[src/rtl/haltBusPkg.sv]
package haltBusPkg;

  typedef enum logic {
    ST_RUN  = 1'b0,
    ST_HALT = 1'b1
  } ctlState_t;

  // Strobes from the control FSM to the bus datapath
  typedef struct packed {
    logic busOn;     // core owns the bus
    logic forceVec;  // reset: drive the fixed reset bus state
    logic passInt;   // forward pending interrupts to the core
  } ctlStrobes_t;

endpackage

[src/rtl/haltCtrl.sv]
module haltCtrl
  import haltBusPkg::*;
(
  input  logic        clk,
  input  logic        rstN,
  input  logic        haltN,
  input  logic        instrLast,
  input  logic        opFetch,
  output logic        busAvail,
  output logic        runEn,
  output ctlStrobes_t strobes
);

  ctlState_t state, stateNext;

  always_comb begin
    stateNext = state;
    unique case (state)
      ST_RUN:  if (instrLast && !haltN) stateNext = ST_HALT;
      ST_HALT: if (haltN)               stateNext = ST_RUN;
      default:                          stateNext = ST_RUN;
    endcase
  end

  always_ff @(posedge clk or negedge rstN) begin
    if (!rstN) state <= ST_RUN;
    else       state <= stateNext;
  end

  always_comb begin
    busAvail         = rstN && (state == ST_HALT);
    runEn            = rstN && (state == ST_RUN);
    strobes.busOn    = rstN && (state == ST_RUN);
    strobes.forceVec = !rstN;
    strobes.passInt  = rstN && (state == ST_RUN);
  end

  // Halt taken on the boundary edge shows up on busAvail one cycle later
  assert_halt_on_boundary_R2: assert property (@(posedge clk) disable iff (!rstN)
    (!busAvail && instrLast && !haltN) |=> (busAvail && !runEn));

  // No halt begins from an edge that is not an instruction's last cycle
  assert_no_midinstr_halt_R3: assert property (@(posedge clk) disable iff (!rstN)
    (!busAvail && !instrLast) |=> !busAvail);

  // Release: busAvail falls in the same cycle run resumes
  assert_release_R7: assert property (@(posedge clk) disable iff (!rstN)
    (busAvail && haltN) |=> (!busAvail && runEn));

  // Boundary strobes are ignored while held halted
  assert_hold_halt_R8: assert property (@(posedge clk) disable iff (!rstN)
    (busAvail && !haltN) |=> busAvail);

  // Input assumption: the sequencer fetches only while allowed to run
  assert_fetch_in_run_R5: assert property (@(posedge clk) disable iff (!rstN)
    opFetch |-> runEn);

endmodule

[src/rtl/busPath.sv]
module busPath
  import haltBusPkg::*;
#(
  parameter int unsigned         ADDR_W    = 16,
  parameter logic [ADDR_W-1:0]   RESET_VEC = 16'hFFFE
) (
  input  ctlStrobes_t       strobes,
  input  logic [ADDR_W-1:0] coreAddr,
  input  logic              coreRnW,
  input  logic              coreVma,
  input  logic              coreDataOe,
  input  logic              irqPend,
  input  logic              nmiPend,
  output logic              vmaOut,
  output logic              addrOe,
  output logic [ADDR_W-1:0] addrOut,
  output logic              rnwOe,
  output logic              rnwOut,
  output logic              dataOe,
  output logic [1:0]        intOut
);

  localparam logic [ADDR_W-1:0] ADDR_IDLE = '0;

  always_comb begin
    if (strobes.forceVec) begin
      addrOe  = 1'b1;
      addrOut = RESET_VEC;
      rnwOe   = 1'b1;
      rnwOut  = 1'b1;
      vmaOut  = 1'b0;
      dataOe  = 1'b0;
    end else if (strobes.busOn) begin
      addrOe  = 1'b1;
      addrOut = coreAddr;
      rnwOe   = 1'b1;
      rnwOut  = coreRnW;
      vmaOut  = coreVma;
      dataOe  = coreDataOe;
    end else begin
      addrOe  = 1'b0;
      addrOut = ADDR_IDLE;
      rnwOe   = 1'b0;
      rnwOut  = 1'b1;
      vmaOut  = 1'b0;
      dataOe  = 1'b0;
    end
    intOut = strobes.passInt ? {nmiPend, irqPend} : 2'b00;
  end

  // Reset bus state carries the vector and a read
  always_comb begin
    if (strobes.forceVec)
      assert_reset_bus_R1: assert (addrOut == RESET_VEC && rnwOut && !vmaOut && !dataOe);
  end

  // Released bus: every driver off, no valid-address qualifier
  always_comb begin
    if (!strobes.busOn && !strobes.forceVec)
      assert_bus_float_R4: assert (!addrOe && !dataOe && !rnwOe && !vmaOut);
  end

  // Interrupts held back while the core may not run
  always_comb begin
    if (!strobes.passInt)
      assert_int_held_R6: assert (intOut == 2'b00);
  end

endmodule

[src/rtl/haltBusCtrl.sv]
module haltBusCtrl
  import haltBusPkg::*;
#(
  parameter int unsigned       ADDR_W    = 16,
  parameter logic [ADDR_W-1:0] RESET_VEC = 16'hFFFE
) (
  input  logic              clk,
  input  logic              rstN,
  input  logic              haltN,
  input  logic              instrLast,
  input  logic              opFetch,
  input  logic              irqPend,
  input  logic              nmiPend,
  input  logic [ADDR_W-1:0] coreAddr,
  input  logic              coreRnW,
  input  logic              coreVma,
  input  logic              coreDataOe,
  output logic              busAvail,
  output logic              runEn,
  output logic              vmaOut,
  output logic              addrOe,
  output logic [ADDR_W-1:0] addrOut,
  output logic              rnwOe,
  output logic              rnwOut,
  output logic              dataOe,
  output logic [1:0]        intOut
);

  ctlStrobes_t strobes;

  haltCtrl i_ctrl (
    .clk       (clk),
    .rstN      (rstN),
    .haltN     (haltN),
    .instrLast (instrLast),
    .opFetch   (opFetch),
    .busAvail  (busAvail),
    .runEn     (runEn),
    .strobes   (strobes)
  );

  busPath #(
    .ADDR_W    (ADDR_W),
    .RESET_VEC (RESET_VEC)
  ) i_path (
    .strobes    (strobes),
    .coreAddr   (coreAddr),
    .coreRnW    (coreRnW),
    .coreVma    (coreVma),
    .coreDataOe (coreDataOe),
    .irqPend    (irqPend),
    .nmiPend    (nmiPend),
    .vmaOut     (vmaOut),
    .addrOe     (addrOe),
    .addrOut    (addrOut),
    .rnwOe      (rnwOe),
    .rnwOut     (rnwOut),
    .dataOe     (dataOe),
    .intOut     (intOut)
  );

endmodule

[config.mk]
export PLATFORM = sky130hd
export DESIGN_NAME = haltBusCtrl
export DESIGN_NICKNAME = d
export VERILOG_FILES = /design/src/rtl/haltBusPkg.sv /design/src/rtl/haltCtrl.sv /design/src/rtl/busPath.sv /design/src/rtl/haltBusCtrl.sv
export SDC_FILE = /design/constraint.sdc
export NUM_CORES = 1
export LEC_CHECK = 0
export BUFFER_PORTS_ARGS = -buffer_cell sky130_fd_sc_hd__buf_2
export CAP_MARGIN = 5
export CELL_PAD_IN_SITES_DETAIL_PLACEMENT = 1
export CELL_PAD_IN_SITES_GLOBAL_PLACEMENT = 1
export CORE_UTILIZATION = 16
export DETAILED_ROUTE_END_ITERATION = 10
export GPL_TIMING_DRIVEN = 0
export PLACE_DENSITY_LB_ADDON = 0.1
export SETUP_SLACK_MARGIN = 0.5
export SLEW_MARGIN = 20
export SYNTH_ARGS = -nofsm -noshare
export SYNTH_HDL_FRONTEND = slang
export SYNTH_HIERARCHICAL = 1
export SYNTH_SLANG_ARGS = --single-unit
export TNS_END_PERCENT = 1
[constraint.sdc]
create_clock -name clk -period 3 [get_ports clk]
set_input_delay 0.6 -clock clk [delete_from_list [all_inputs] [get_ports clk]]
set_output_delay 0.6 -clock clk [all_outputs]
set_load 0.05 [all_outputs]
==> key figures <==
STA
  • WHS: between 0.3 and 0.4 ns
  • Fmax: 439 MHz
  • Worst Clk Skew: 0 ns
  • Post-route setup TNS: 0 ns
  • Setup WS post-layout: 0.724 ns
  • Slew headroom: 82.9%
  • Unrepaired setup endpoints after global routing: no
  • Crit path time final: between 2 and 2.5 ns
  • Slew at the pin closest to its max-slew limit: 0.259 ns
  • Max Transition Viols Final: 0
  • Final hold viol count: 0
  • Final setup vio count: 0
  • Final period util: between 70% and 80%

Final layout
  • Share of layout cells above drive strength 1: slightly above 80%
  • Post-layout instance area: ~590 um^2
  • # nets final: 111
  • FF+latch area: between 20 and 30 um^2
  • Antenna Cells: 0
  • Commonest non-fill, non-tap cell in the layout: buf_2
  • Top Registers: i_ctrl/state (1)
  • Max reg flops: 1
  • Commonest cells after routing, fill and taps aside: buf_2 (49), a21o_1 (10), a21o_2 (5)
  • Fin cells: ~110
  • Area of the multi-input gates: 209 um^2
  • Fill count: roughly 230
  • Layout area overhead: 95.8%
  • Largest Register: i_ctrl/state

Clock network
  • Post-cts repair resize count: 0
  • CTS clk-pin slew, worst paths: 0 ns
  • CTS Hold Bufs: 0
  • Clk_lat worst skew: 0 ns
  • Post-CTS Setup Inserts: 0

Setup path
  • Max incr delay on CP: about 0.24 ns
  • Crit Path Category: input pin to primary output
  • CP required: 2.40 ns
  • R2R Setup Slk: 2.29 ns
  • Worst reg2reg path depth: 1
  • Slowest-stage cell, CP: or2_4
  • Capturing point of the worst reg2reg path: i_ctrl/state$_DFF_PN0_
  • Worst Path Arrival: 1.68 ns
  • Crit-path cells: buf_2, nor2b_4, buf_4, buf_6, or2_4, buf_4, buf_2
  • Kind of start point of the critical path: input pin
  • CP Capture Type: primary output
  • Reg-to-reg startpoint: i_ctrl/state$_DFF_PN0_
  • Crit-path max FO: 10

Synthesis
  • Synth Cell Area: 299 um^2
  • Synth Area in Adders: 0%
  • Synth area leaders: a21o_1 (25%), a21o_2 (15%), buf_6 (11%)
  • Synth Area in Compound Gates: 43.1%
  • Simple logic cell fraction of the synthesized area: 23.4%
  • Seq/Total Area, Yosys: under 10%
  • Avg Inst Size Synth: 8.80 um^2
  • Count of different cell masters after synthesis: 13
  • Xor and xnor area share after synthesis: 0%
  • Flops & latches, synth: 1
  • Largest family of logic cells by synthesized area: compound AO/OA/AOI/OAI gates
  • Cells after Synth: 34
  • Syn nets: 60
  • Fraction of synthesized area in multiplexers: 0%
  • YS warnings: 6
  • Dominant cell type by area after synthesis: a21o_1
  • Post-synth top area share: about 25%

Pwr
  • Worst VDD drop: approximately 0.1 mV
  • Total power per unit cell area: 285 nW/um^2
  • P_leak: between 0.0003 and 0.0004 uW

Placed design
  • Post-Place Worst Slack: 0.716 ns
  • RD Place Congestion: 0.594
  • Placed inst area: approximately 590 um^2
  • Hpwl dp: 942 um
  • Placed insts: approximately 110
  • # port buffers: 49

Route
  • Avg WL per Cell: about 9.6 um
  • Drc violations: 0
  • Vias/cell: 3.87
  • Via count: between 400 and 500
  • Pre-antenna DRT Iters: 1
  • DRT antenna net count: 0
  • Initial drt markers: 0
  • Final wirelength: 1040 um

Global route
  • GR Util All Layers: slightly below 9%
  • GRT overflow: 0
  • Largest net degree at the start of global routing: 11
  • Initial antenna violation count: 0
  • First-pass GRT wire length: about 1500 um
  • Vias in the first global route: 345

Floorplan
  • Core area: around 1700 um^2
  • IO Pins: 51
  • DIE AREA: just over 2000 um^2
  • Initial Utilization: around 17%
  • Die height: around 45 um
  • Row cnt: 15
  • Die Wd: about 45 um

Run
  • Max Cap Viol: 0

Worst hold path
  • Worst Hold Class: input pin to async pin

Run status
  • Outcome: finished clean
==> layout make-up <==
| cell class | instances | area share (%) |
|---|---|---|
| Sequential cell | 1 | 4.27 |
| Inverter | 1 | 0.641 |
| Tap cell | 25 | 5.34 |
| Timing Repair Buffer | 49 | 41.9 |
| Multi-Input combinational cell | 25 | 35.7 |
| Buffer | 7 | 12.2 |
==> critical path, delay by kind of cell <==
family | cells | cell delay [ns]
AND/OR/NAND/NOR | 2 | 0.37
buffers and inverters | 5 | 0.70
==> synthesized netlist by cell type <==
library cell and n:
and3b_2 3, buf_4 3, and2_1 3, nor2b_1 1, or3b_1 1, a21o_2 5, a21o_1 10, inv_1 1
or2_1 1, buf_8 1, dfrtp_1 1, o21ba_2 1, buf_6 3
==> power breakdown <==
group          switching [uW]  leakage (uW)  internal (uW)
sequential               1.05     0.0000125           14.7
combinational             102      0.000375           49.6
clock                       0             0              0
==> stage by stage <==
| step | power (uW) | utilization [%] |
|---|---|---|
| 2_1_floorplan | 130 | - |
| 3_3_place_gp | 168 | 33.5 |
| 3_5_place_dp | 169 | 33.5 |
| 4_1_cts | 169 | 33.5 |
| 5_1_grt | 175 | 33.5 |
| 6_report | 167 | 33.5 |
==> worst max path at each step <==
stage | start | end | slack [ns] | depth (start not counted)
after CTS | rstN | rnwOe | 0.71 | 7
after floorplan | rstN | addrOut[10] | 0.69 | 5
after detailed placement | rstN | rnwOe | 0.72 | 7
after global placement | rstN | rnwOe | 0.72 | 7
final | rstN | rnwOe | 0.72 | 7
after global routing | rstN | rnwOe | 0.68 | 7
==> routing by layer <==
layer  global-route usage (%)  wire length, um  share of wire (%)
met2                     16.2              537                 52
met4                        0                0                  0
met5                        0                0                  0
met3                    0.400               69                6.6
met1                     12.2              432                 42
==> logic make-up after synthesis <==
family / Yosys count
AO/OA/AOI/OAI: 16
buffers and inverters: 8
flip-flops: 1
AND/OR/NAND/NOR: 9
Power figures use the tool's default switching activity.
